--- src/rtl/plru4_pkg.sv ---
package plru4_pkg;
   localparam int WAYS  = 4;
   localparam int WAY_W = 2;

   // root: 0 -> pair {0,1} older, 1 -> pair {2,3} older
   // lf_a: victim inside {0,1}; lf_b: victim inside {2,3}
   typedef struct packed {
      logic lf_b;
      logic lf_a;
      logic root;
   } plru_hist_t;

   localparam int HIST_W = $bits(plru_hist_t);
endpackage

--- src/rtl/plru4_pick.sv ---
module plru4_pick
   import plru4_pkg::*;
(
   input  plru_hist_t          hist,
   input  logic [WAYS-1:0]     valid,
   output logic [WAY_W-1:0]    way,
   output logic [WAYS-1:0]     way_oh
);
   logic             any_free;
   logic [WAY_W-1:0] free_way;
   logic [WAY_W-1:0] tree_way;

   assign any_free = ~(&valid);

   // lowest-numbered non-valid way; scan from the top so the lowest wins
   always_comb begin
      free_way = '0;
      for (int i = WAYS-1; i >= 0; i--) begin
         if (!valid[i]) free_way = WAY_W'(i);
      end
   end

   // tree walk: root chooses the pair, the pair's leaf chooses the way
   always_comb begin
      if (hist.root) tree_way = {1'b1, hist.lf_b};
      else           tree_way = {1'b0, hist.lf_a};
   end

   assign way = any_free ? free_way : tree_way;

   for (genvar g = 0; g < WAYS; g++) begin : g_oh
      assign way_oh[g] = (way == WAY_W'(g));
   end
endmodule

--- src/rtl/plru4_touch.sv ---
module plru4_touch
   import plru4_pkg::*;
(
   input  plru_hist_t       cur,
   input  logic [WAY_W-1:0] way,
   output plru_hist_t       nxt
);
   // make 'way' most recently used: point every bit on its path away from it
   always_comb begin
      nxt = cur;
      unique case (way)
         2'd0: begin nxt.root = 1'b1; nxt.lf_a = 1'b1; end
         2'd1: begin nxt.root = 1'b1; nxt.lf_a = 1'b0; end
         2'd2: begin nxt.root = 1'b0; nxt.lf_b = 1'b1; end
         default: begin nxt.root = 1'b0; nxt.lf_b = 1'b0; end
      endcase
   end
endmodule

--- src/rtl/plru4_store.sv ---
module plru4_store
   import plru4_pkg::*;
#(
   parameter int NUM_SETS = 16,
   parameter int SET_W    = (NUM_SETS > 1) ? $clog2(NUM_SETS) : 1
) (
   input  logic             clk,
   input  logic             rst_n,
   input  logic [SET_W-1:0] idx,
   output plru_hist_t       rd_hist,
   input  logic             we,
   input  plru_hist_t       wr_hist
);
   plru_hist_t regs [NUM_SETS];

   always_ff @(posedge clk or negedge rst_n) begin
      if (!rst_n) begin
         for (int s = 0; s < NUM_SETS; s++) regs[s] <= '0;
      end else if (we && (int'(idx) < NUM_SETS)) begin
         regs[idx] <= wr_hist;
      end
   end

   assign rd_hist = (int'(idx) < NUM_SETS) ? regs[idx] : '0;

   for (genvar s = 0; s < NUM_SETS; s++) begin : g_hold

      set_hold_chk: assert property (@(posedge clk) disable iff (!rst_n)
         !(we && idx == SET_W'(s)) |=> $stable(regs[s]));
   end
endmodule

--- src/rtl/plru4_victim_sel.sv ---
module plru4_victim_sel
   import plru4_pkg::*;
#(
   parameter int NUM_SETS = 16,
   localparam int SET_W   = (NUM_SETS > 1) ? $clog2(NUM_SETS) : 1
) (
   input  logic             clk,
   input  logic             rst_n,
   input  logic [SET_W-1:0] set_idx,
   input  logic [3:0]       set_valid,
   input  logic             acc_en,
   input  logic [1:0]       acc_way,
   input  logic             fill_req,
   output logic [1:0]       victim_way,
   output logic [3:0]       victim_oh
);
   if (NUM_SETS < 1) begin : g_bad_sets
      $error("plru4_victim_sel: NUM_SETS must be at least 1");
   end
   if (WAYS != 4 || WAY_W != 2) begin : g_bad_ways
      $error("plru4_victim_sel: tree layout is fixed at four ways");
   end

   plru_hist_t       cur_hist;
   plru_hist_t       nxt_hist;
   logic             upd_en;
   logic [WAY_W-1:0] upd_way;

   plru4_store #(.NUM_SETS(NUM_SETS), .SET_W(SET_W)) i_store (
      .clk     (clk),
      .rst_n   (rst_n),
      .idx     (set_idx),
      .rd_hist (cur_hist),
      .we      (upd_en),
      .wr_hist (nxt_hist)
   );

   plru4_pick i_pick (
      .hist   (cur_hist),
      .valid  (set_valid),
      .way    (victim_way),
      .way_oh (victim_oh)
   );

   // a fill takes precedence and touches the way just named
   assign upd_en  = acc_en | fill_req;
   assign upd_way = fill_req ? victim_way : acc_way;

   plru4_touch i_touch (
      .cur (cur_hist),
      .way (upd_way),
      .nxt (nxt_hist)
   );

   logic [3:0] below_mask;
   assign below_mask = (4'b0001 << victim_way) - 4'b0001;


   free_first_chk: assert property (@(posedge clk) disable iff (!rst_n)
      !(&set_valid) |-> (!set_valid[victim_way] && ((set_valid & below_mask) == below_mask)));


   oh_match_chk: assert property (@(posedge clk) disable iff (!rst_n)
      ($countones(victim_oh) == 1) && victim_oh[victim_way]);


   mru_not_victim_chk: assert property (@(posedge clk) disable iff (!rst_n)
      upd_en |=> (set_idx != $past(set_idx)) || !(&set_valid) || (victim_way != $past(upd_way)));


   keep_b_leaf_chk: assert property (@(posedge clk) disable iff (!rst_n)
      (upd_en && !upd_way[1]) |=> (set_idx != $past(set_idx)) || (cur_hist.lf_b == $past(cur_hist.lf_b)));


   keep_a_leaf_chk: assert property (@(posedge clk) disable iff (!rst_n)
      (upd_en && upd_way[1]) |=> (set_idx != $past(set_idx)) || (cur_hist.lf_a == $past(cur_hist.lf_a)));
endmodule

--- config.mk ---
export PLATFORM = sky130hd
export DESIGN_NAME = plru4_victim_sel
export DESIGN_NICKNAME = d
export VERILOG_FILES = /design/src/rtl/plru4_pkg.sv /design/src/rtl/plru4_pick.sv /design/src/rtl/plru4_touch.sv /design/src/rtl/plru4_store.sv /design/src/rtl/plru4_victim_sel.sv
export SDC_FILE = /design/constraint.sdc
export NUM_CORES = 1
export LEC_CHECK = 0
export BUFFER_PORTS_ARGS = -buffer_cell sky130_fd_sc_hd__buf_2
export CELL_PAD_IN_SITES_DETAIL_PLACEMENT = 2
export CELL_PAD_IN_SITES_GLOBAL_PLACEMENT = 2
export CORE_AREA = 2 2 95 97
export DETAILED_ROUTE_END_ITERATION = 12
export DIE_AREA = 0 0 97 99
export PLACE_DENSITY_LB_ADDON = 0.1
export SLEW_MARGIN = 30
export SYNTH_ARGS = -nofsm -noshare
export SYNTH_HDL_FRONTEND = slang
export SYNTH_HIERARCHICAL = 1
export SYNTH_SLANG_ARGS = --single-unit
--- constraint.sdc ---
create_clock -name clk -period 3.55 [get_ports clk]
set_input_delay 0.5325 -clock clk [delete_from_list [all_inputs] [get_ports clk]]
set_output_delay 0.5325 -clock clk [all_outputs]
set_load 0.005 [all_outputs]
==> run_results.csv, run 1 <==
group,metric,value,unit
sta,fmax,324,MHz
yosys,synthFlopType,"dfrtp_1",
layout,antenna_cells,0,
clock_network,cts_tree,"built",
floorplanning,die_area,0.00960,mm²
floorplanning,rows,34,
layout,drive_above_1_share,0.529,
clock_network,post_cts_buffers,0,
floorplanning,io_pins,20,
drt,routed_wirelength,6340,µm
layout,layout.nets,219,
clock_network,numCtsBuffers,5,
yosys,async_flop_share,1.00,
sta,hold_violations,0,
clock_network,clkLatencyLatePin,310,ps
critical_path,start_kind,"input pin",
clock_network,clkTransAtPathRegs,100,ps
grt,grt_pass1_wl,10700,µm
critical_path,end_kind,"register",
power_and_ir_drop,netSwitchingPower,0.474,mW
placed_design,place_congestion,0.791,
critical_path,path_buf_inv,3,
layout,largest_reg_flops,48,
critical_path,cpLargestDelayFamily,"multiplexers",
clock_network,clkSinkCount,48,
power_and_ir_drop,p_int,1.13,mW
drt,firstDrtPassIters,4,
drt,vias,1553,
sta,slew_headroom,0.445,
grt,grt_antenna_before_repair,0,
yosys,syn_avg_cell_area,13.8,µm²
placed_design,numPortBuffers,19,
sta,fin_crit_sh,0.868,
power_and_ir_drop,p_comb_frac,0.281,
critical_path,critical_path_required,3790,ps
sta,min_period,3080,ps
drt,drtIter0Drc,58,
sta,rsz0062_at_grt,"no",
floorplanning,die_h,99,µm
clock_network,cts-root-buf,"clkbuf_8",
sta,fin_hold_ws,308,ps
sta,tightest_slew,832,ps
clock_network,htree_levels,2,
power_and_ir_drop,p_per_area,568,mW/mm²
placed_design,hpwl,4800,µm
clock_network,clock_path_buffers,2,
yosys,syn-cell-area,0.00251,mm²
yosys,ys_seq_area_frac,0.479,
critical_path,critPathKind,"in2reg",
power_and_ir_drop,p_clk_frac,0.206,
drt,drt.antenna.violating_nets,0,
layout,syn_to_final_growth,12.6,%
power_and_ir_drop,max-vdd-ir-drop,0.174,mV
sta,setup_tns,0,ps
yosys,synth_cell_types,32,
clock_network,ctsResizeCount,0,
layout,layout_commonest_cell,"dfrtp_1",
yosys,yosys.area.top_type,"dfrtp_1",
yosys,ys_warn_count,6,
yosys,synth_top_cell_area_share,0.479,
yosys,synthesis.nets,195,
yosys,synthTopCellsByArea,"dfrtp_1 48%, mux2_2 21%, mux4_2 11%, mux2_4 1.8%, nand3_1 1.6%",
critical_path,critPathMaxStageDelay,520,ps
critical_path,arrival,3320,ps
floorplanning,die_w,97,µm
sta,final-setup-viol-count,0,
layout,top_regs,"i_store/regs: 48 flops",
yosys,syn_inst,181,
power_and_ir_drop,seqPwrFrac,0.513,
critical_path,cp_slowest_cell,"mux4_2",
grt,grt.overflow.total,0,
drt,wl_per_cell,20.2,µm
layout,utilization,0.330,
floorplanning,core_area,0.00855,mm²
layout,largest_register,"i_store/regs",
grt,grt_max_degree,37,
yosys,synth-edff-count,0,
run,max_cap_violations,0,
power_and_ir_drop,p_leak,1.17,nW
layout,final_cell_mix,"48 x dfrtp_1, 47 x mux2_2, 19 x buf_2, 12 x mux4_2",
sta,slew_violations,0,
grt,grtUsageTotal,0.146,
drt,drc_errors,0,
yosys,synth_seq_cells,48,
grt,grt_pass1_vias,1848,
critical_path,cp_cell_sequence,"buf_2 -> buf_4 -> mux4_2 -> a22oi_1 -> nand3_1 -> a21boi_2 -> a311oi_2 -> mux2_2 -> o21ai_0 -> buf_4 -> mux2_2",
sta,clock_skew,19.4,ps
floorplanning,start_util,0.293,
min_path,hp-class,"in2async",
drt,viasPerCell,4.95,
clock_network,hold_buffers,0,
power_and_ir_drop,p_sw_frac,0.296,
run_status,status,"finished clean",
critical_path,cp_max_fo,8,
-- cells in the mapped netlist, drive strengths merged (2+ instances only) --
cell and number:
nand2 8, o21ai 3, mux2 50, nand2b 6, nand3 8, nand3b 4, or3 2, buf 7
clkbuf 3, a22oi 3, inv 2, dfrtp 48, mux4 12, nor2b 4, nor3 6, nor2 7
-- metrics by stage --
step	setup WS [ps]	power, mW	area [µm²]	cells
after global placement	143	1.26	2730	306
after detailed placement	118	1.29	2730	306
final	468	1.60	2820	314
after global routing	323	1.72	2820	314
after CTS	417	1.63	2820	314
after floorplan	455	1.13	2510	181
-- power by group through the flow --
stage / Combinational, mW / Sequential [mW] / Clock, mW
CTS: 0.461 / 0.825 / 0.349
floorplan: 0.346 / 0.787 / 0
global placement: 0.438 / 0.821 / 0
finish: 0.451 / 0.822 / 0.330
global route: 0.497 / 0.850 / 0.374
detailed placement: 0.459 / 0.835 / 0
-- final timing paths --
kind                            cells past startpoint              from  slack (ps)                to
worst max register to register                     10  i_store/regs[45]         700  i_store/regs[22]
min in group clk                                    1  i_store/regs[27]         510  i_store/regs[27]
worst min register to register                      1  i_store/regs[27]         510  i_store/regs[27]
max in group asynchronous                           2             rst_n        2510  i_store/regs[21]
worst min-delay path                                1             rst_n         310  i_store/regs[45]
worst max-delay path                               11        set_idx[0]         470  i_store/regs[22]
-- cell type report --
| cell class | instances | area [µm²] |
|---|---|---|
| sequential | 48 | 1200 |
| fill | 881 | 5730 |
| multi-input combinational | 121 | 1230 |
| inverter | 2 | 7.51 |
| clock buffer | 5 | 68.8 |
| clock inverter | 3 | 21.3 |
| timing repair buffer | 27 | 155 |
| tap | 108 | 135 |
-- cells by family after synthesis --
| group | Yosys count | synth area share |
|---|---|---|
| flops | 48 | 0.479 |
| simple gates | 49 | 0.124 |
| compound gates | 10 | 0.0314 |
| mux | 62 | 0.337 |
| buf+inv | 12 | 0.0285 |
-- per-layer routing --
layer  track usage  wire [µm]  share of wire  vias up
li1              -          -              -      717
met1         0.182       2780           0.44      810
met2         0.264       3340           0.53       22
met3        0.0291        164          0.026        4
met4        0.0325         48         0.0076        0
met5             0          0              0        -
Power figures use the tool's default switching activity.
==> run 2, diff against run 1 <==
--- a/config.mk
+++ b/config.mk
@@ -11,7 +11,7 @@
 export CORE_AREA = 2 2 95 97
 export DETAILED_ROUTE_END_ITERATION = 12
 export DIE_AREA = 0 0 97 99
-export PLACE_DENSITY_LB_ADDON = 0.1
+export PLACE_DENSITY = 0.55
 export SLEW_MARGIN = 30
 export SYNTH_ARGS = -nofsm -noshare
 export SYNTH_HDL_FRONTEND = slang
==> run 2 against run 1 <==
Largest power group unchanged; first-iteration DRC count decreased by 12%; wire length decreased by 0.91%; highest routed layer unchanged; critical path depth decreased by 4; final cell count decreased by 0.32%; critical endpoint is now victim_way[0].
==> run_results.csv, run 2 (synthesis results as in run 1) <==
group,metric,value,unit
power_and_ir_drop,total_power,1.68,mW
floorplanning,core_area,0.00855,mm²
placed_design,dp.cells,305,
layout,largest_reg_flops,48,
clock_network,hold_buffers,0,
sta,min_period,3020,ps
min_path,hp-class,"in2async",
clock_network,post_cts_buffers,0,
grt,grt_pass1_wl,10800,µm
drt,routed_wirelength,6280,µm
floorplanning,start_util,0.293,
sta,setup_tns,0,ps
critical_path,arrival,2490,ps
clock_network,cts-root-buf,"clkbuf_8",
drt,firstDrtPassIters,4,
sta,fin_crit_sh,0.851,
power_and_ir_drop,max-vdd-ir-drop,0.204,mV
grt,grtUsageTotal,0.144,
drt,viasPerCell,5.10,
grt,grt.overflow.total,0,
layout,layout_commonest_cell,"dfrtp_1",
critical_path,start_kind,"input pin",
layout,syn_to_final_growth,13.4,%
floorplanning,die_w,97,µm
layout,layout.nets,218,
grt,grt_pass1_vias,1893,
grt,grt_max_degree,49,
power_and_ir_drop,p_per_area,589,mW/mm²
layout,drive_above_1_share,0.527,
drt,wl_met1,2940,µm
sta,slew_headroom,0.580,
drt,route.met3.wl,191,µm
clock_network,htree_levels,2,
sta,rsz0062_at_grt,"no",
drt,maxUsedRoutingLayer,"met4",
drt,met2_length,3100,µm
layout,top_regs,"i_store/regs: 48 flops",
sta,clock_skew,15.6,ps
sta,tightest_slew,630,ps
clock_network,numCtsBuffers,5,
drt,vias,1596,
clock_network,ctsResizeCount,0,
clock_network,cts_tree,"built",
clock_network,clkSinkCount,48,
power_and_ir_drop,p_int,1.20,mW
layout,antenna_cells,0,
sta,hold_violations,0,
clock_network,clkLatencyLatePin,310,ps
power_and_ir_drop,netSwitchingPower,0.475,mW
placed_design,place_congestion,0.784,
layout,utilization,0.332,
power_and_ir_drop,p_leak,1.18,nW
clock_network,clock_path_buffers,2,
layout,final_cells,313,
sta,final-setup-viol-count,0,
layout,final_cell_mix,"48 x dfrtp_1, 47 x mux2_2, 18 x buf_2, 12 x mux4_2",
drt,drt.antenna.violating_nets,0,
grt,grt_antenna_before_repair,0,
drt,wl_per_cell,20.1,µm
run,max_cap_violations,0,
placed_design,hpwl,4710,µm
sta,slew_violations,0,
floorplanning,die_area,0.00960,mm²
drt,drtIter0Drc,51,
clock_network,clkTransAtPathRegs,100,ps
power_and_ir_drop,p_clk_frac,0.243,
critical_path,critPathKind,"in2out",
drt,drc_errors,0,
power_and_ir_drop,seqPwrFrac,0.490,
placed_design,numPortBuffers,19,
power_and_ir_drop,p_sw_frac,0.284,
floorplanning,die_h,99,µm
run_status,status,"finished clean",
layout,largest_register,"i_store/regs",
critical_path,critical_path_required,3020,ps
sta,fmax,331,MHz
floorplanning,rows,34,
power_and_ir_drop,p_comb_frac,0.267,
critical_path,end_kind,"output port",
floorplanning,io_pins,20,
critical_path,cp_max_fo,9,
## run 2: cell count changes in the layout (fill, tap and decap cells not counted)
cell	before	now
buf_2	19	18
bufinv_16	0	1
clkinv_2	1	0
## run 2: routing by layer
metal	GRT usage	vias up
li1	-	713
met1	0.194	852
met2	0.243	27
met3	0.0291	4
met4	0.0325	0
met5	0	-
## run 2: layout make-up
cell class	count	area [µm²]
inverters	2	7.51
flip-flops and latches	48	1200
fillers	879	5710
clock buffers	5	68.8
repair buffers	26	150
clock inverters	3	46.3
multi-input cells	121	1230
well taps	108	135
## run 2: path summary, 6_finish.rpt
path                                  startpoint          endpoint  slack (ps)  cells after the start
max in group asynchronous                  rst_n   i_store/regs[9]        2880                      1
worst min-delay path                       rst_n  i_store/regs[43]         230                      1
worst min register to register   i_store/regs[6]   i_store/regs[6]         510                      1
min in group clk                 i_store/regs[6]   i_store/regs[6]         510                      1
worst max-delay path                  set_idx[0]     victim_way[0]         530                      7
worst max register to register  i_store/regs[45]  i_store/regs[10]         750                     10
## run 2: power by group through the flow
stage / Sequential (mW) / Combinational, mW / Clock [mW]
2_1_floorplan: 0.787 / 0.346 / 0
3_3_place_gp: 0.821 / 0.435 / 0
3_5_place_dp: 0.834 / 0.457 / 0
4_1_cts: 0.823 / 0.458 / 0.422
5_1_grt: 0.849 / 0.501 / 0.441
6_report: 0.821 / 0.448 / 0.406
## run 2: worst max-delay path: stages
cell,delay [ps]
buf_2,270
mux4_2,560
a22oi_1,250
nand3_1,200
nand2b_4,180
a311oi_2,320
buf_2,170
## run 2: through the flow
step	hold slack, ps	worst slack [ps]	area, µm²
floorplan	237	455	2510
global placement	484	220	2730
detailed placement	496	187	2730
CTS	254	476	2840
global route	263	349	2840
finish	228	528	2840
==> run 3, diff against run 2 <==
--- a/config.mk
+++ b/config.mk
@@ -11,9 +11,9 @@
 export CORE_AREA = 2 2 95 97
 export DETAILED_ROUTE_END_ITERATION = 12
 export DIE_AREA = 0 0 97 99
-export PLACE_DENSITY = 0.55
+export HOLD_SLACK_MARGIN = 0.03
+export PLACE_DENSITY = 0.6
 export SLEW_MARGIN = 30
 export SYNTH_ARGS = -nofsm -noshare
 export SYNTH_HDL_FRONTEND = slang
-export SYNTH_HIERARCHICAL = 1
 export SYNTH_SLANG_ARGS = --single-unit
==> run 3 against run 2 <==
First-iteration DRC count is 7.8% lower; global-route usage grew 1.7 points; combinational power down 14%; setup slack got worse by 180 ps; power down 11%; synthesized cell count increased by 37%; critical endpoint is now victim_oh[3].
==> run_results.csv, run 3 <==
group,metric,value,unit
clock_network,ctsResizeCount,0,
clock_network,cts-root-buf,"clkbuf_8",
floorplanning,die_h,99,µm
power_and_ir_drop,netSwitchingPower,0.467,mW
floorplanning,die_area,0.00960,mm²
placed_design,hpwl,5380,µm
clock_network,numCtsBuffers,5,
floorplanning,core_area,0.00855,mm²
placed_design,postPlaceCellArea,0.00270,mm²
clock_network,cts_tree,"built",
yosys,synthesis.nets,262,
yosys,synthFlopType,"dfrtp_1",
power_and_ir_drop,p_clk_frac,0.227,
power_and_ir_drop,seqPwrFrac,0.515,
floorplanning,io_pins,20,
drt,wl_per_cell,19.3,µm
layout,final_cell_mix,"48 x dfrtp_1, 42 x nor2_1, 41 x nand2_1, 21 x o21ai_0, 19 x buf_2",
sta,final-setup-viol-count,0,
power_and_ir_drop,p_int,1.03,mW
sta,setup_tns,0,ps
clock_network,clock_path_buffers,2,
sta,slew_violations,0,
yosys,synth_most_common_cell,"dfrtp_1",
yosys,synth_cell_types,35,
grt,grt_max_degree,29,
clock_network,post_cts_buffers,0,
grt,grt_pass1_wl,12200,µm
critical_path,cp_max_fo,11,
critical_path,arrival,2670,ps
layout,antenna_cells,0,
sta,slew_headroom,0.439,
power_and_ir_drop,p_leak,1.17,nW
sta,clock_skew,7.94,ps
floorplanning,start_util,0.295,
drt,viasPerCell,5.12,
drt,routed_wirelength,7260,µm
critical_path,critical_path_required,3020,ps
layout,largest_reg_flops,48,
power_and_ir_drop,max-vdd-ir-drop,0.166,mV
yosys,syn_avg_cell_area,10.2,µm²
drt,vias,1930,
layout,fin_area,0.00279,mm²
grt,grt_pass1_vias,2164,
placed_design,dp.cells,369,
sta,min_period,3200,ps
layout,top_regs,"i_store.regs: 48 flops",
yosys,synth_seq_cells,48,
run_status,status,"finished clean",
critical_path,end_kind,"output port",
power_and_ir_drop,p_per_area,534,mW/mm²
floorplanning,rows,34,
min_path,hp-class,"in2async",
drt,drtIter0Drc,47,
yosys,synthTopCellsByArea,"dfrtp_1 48%, mux4_2 8.9%, nor2_1 6.3%, nand2_1 6.1%, o21ai_0 4.2%",
clock_network,hold_buffers,0,
sta,rsz0062_at_grt,"no",
layout,fillers,946,
yosys,synth-edff-count,0,
clock_network,htree_levels,2,
drt,firstDrtPassIters,4,
critical_path,critPathKind,"in2out",
power_and_ir_drop,p_sw_frac,0.313,
yosys,syn-cell-area,0.00252,mm²
layout,layout_commonest_cell,"dfrtp_1",
sta,fin_hold_ws,267,ps
power_and_ir_drop,p_comb_frac,0.258,
yosys,synth_top_cell_area_share,0.477,
drt,drt.antenna.violating_nets,0,
clock_network,clkTransAtPathRegs,90,ps
floorplanning,die_w,97,µm
yosys,syn_inst,248,
layout,largest_register,"i_store.regs",
yosys,async_flop_share,1.00,
layout,layout.nets,282,
placed_design,place_congestion,0.747,
yosys,synth_common_cells,"48 x dfrtp_1, 42 x nor2_1, 41 x nand2_1, 21 x o21ai_0, 15 x a31oi_1",
grt,grt_antenna_before_repair,0,
drt,drc_errors,0,
critical_path,start_kind,"input pin",
sta,fmax,312,MHz
clock_network,clkLatencyLatePin,300,ps
yosys,ys_warn_count,0,
layout,drive_above_1_share,0.227,
grt,grt.overflow.total,0,
clock_network,clkSinkCount,48,
sta,fin_crit_sh,0.902,
layout,final_cells,377,
yosys,ys_seq_area_frac,0.477,
yosys,yosys.area.top_type,"dfrtp_1",
sta,hold_violations,0,
layout,syn_to_final_growth,10.9,%
sta,tightest_slew,835,ps
run,max_cap_violations,0,
placed_design,numPortBuffers,19,
grt,grtUsageTotal,0.162,
run 3: worst paths after layout:
check	startpoint	endpoint	slack, ps	cells after the start
min in group clk	i_store.regs[28]	i_store.regs[28]	490	2
setup / recovery	set_idx[1]	victim_oh[3]	350	8
hold reg to reg	i_store.regs[28]	i_store.regs[28]	490	2
hold / removal	rst_n	i_store.regs[28]	270	1
setup reg to reg	i_store.regs[42]	i_store.regs[23]	1230	7
max in group asynchronous	rst_n	i_store.regs[12]	2520	2
run 3: power by group through the flow:
stage          logic, mW  registers (mW)  clock network [mW]
6_report           0.385           0.769               0.339
4_1_cts            0.395           0.774               0.360
5_1_grt            0.440           0.792               0.379
3_5_place_dp       0.395           0.785                   0
2_1_floorplan      0.299           0.746                   0
3_3_place_gp       0.375           0.780                   0
run 3: critical path, cell delays in order:
cell,delay [ps]
buf_2,320
mux2i_1,180
mux4_2,490
mux2i_1,160
mux2_2,380
o21bai_1,310
and2_1,180
buf_2,100
run 3: logic make-up after synthesis:
family                 Yosys count  share of synthesized area
DFF                             48                      0.477
and+or+nand+nor                102                      0.168
muxes                           24                      0.148
buffers and inverters           12                     0.0343
AOI/OAI and AO/OA               62                      0.173
run 3: cell type report:
type | instances | area (µm²) | share of cell area
inverter | 1 | 3.75 | 0.00134
tap | 108 | 135 | 0.0484
timing repair buffer | 24 | 133 | 0.0475
sequential | 48 | 1200 | 0.430
clock buffer | 8 | 90.1 | 0.0322
multi-input combinational | 188 | 1230 | 0.441
run 3: per-layer routing:
layer	GRT usage	part of all wire	vias up
met5	0	0	-
met2	0.265	0.48	22
li1	-	-	926
met4	0.0325	0.0076	0
met3	0.0277	0.024	4
met1	0.227	0.49	978
run 3: through the flow:
stage          power (mW)  utilization  worst slack, ps
2_1_floorplan        1.04            -              693
3_3_place_gp         1.15        0.316              411
3_5_place_dp         1.18        0.316              318
4_1_cts              1.53        0.327              316
5_1_grt              1.61        0.327              115
6_report             1.49        0.327              348
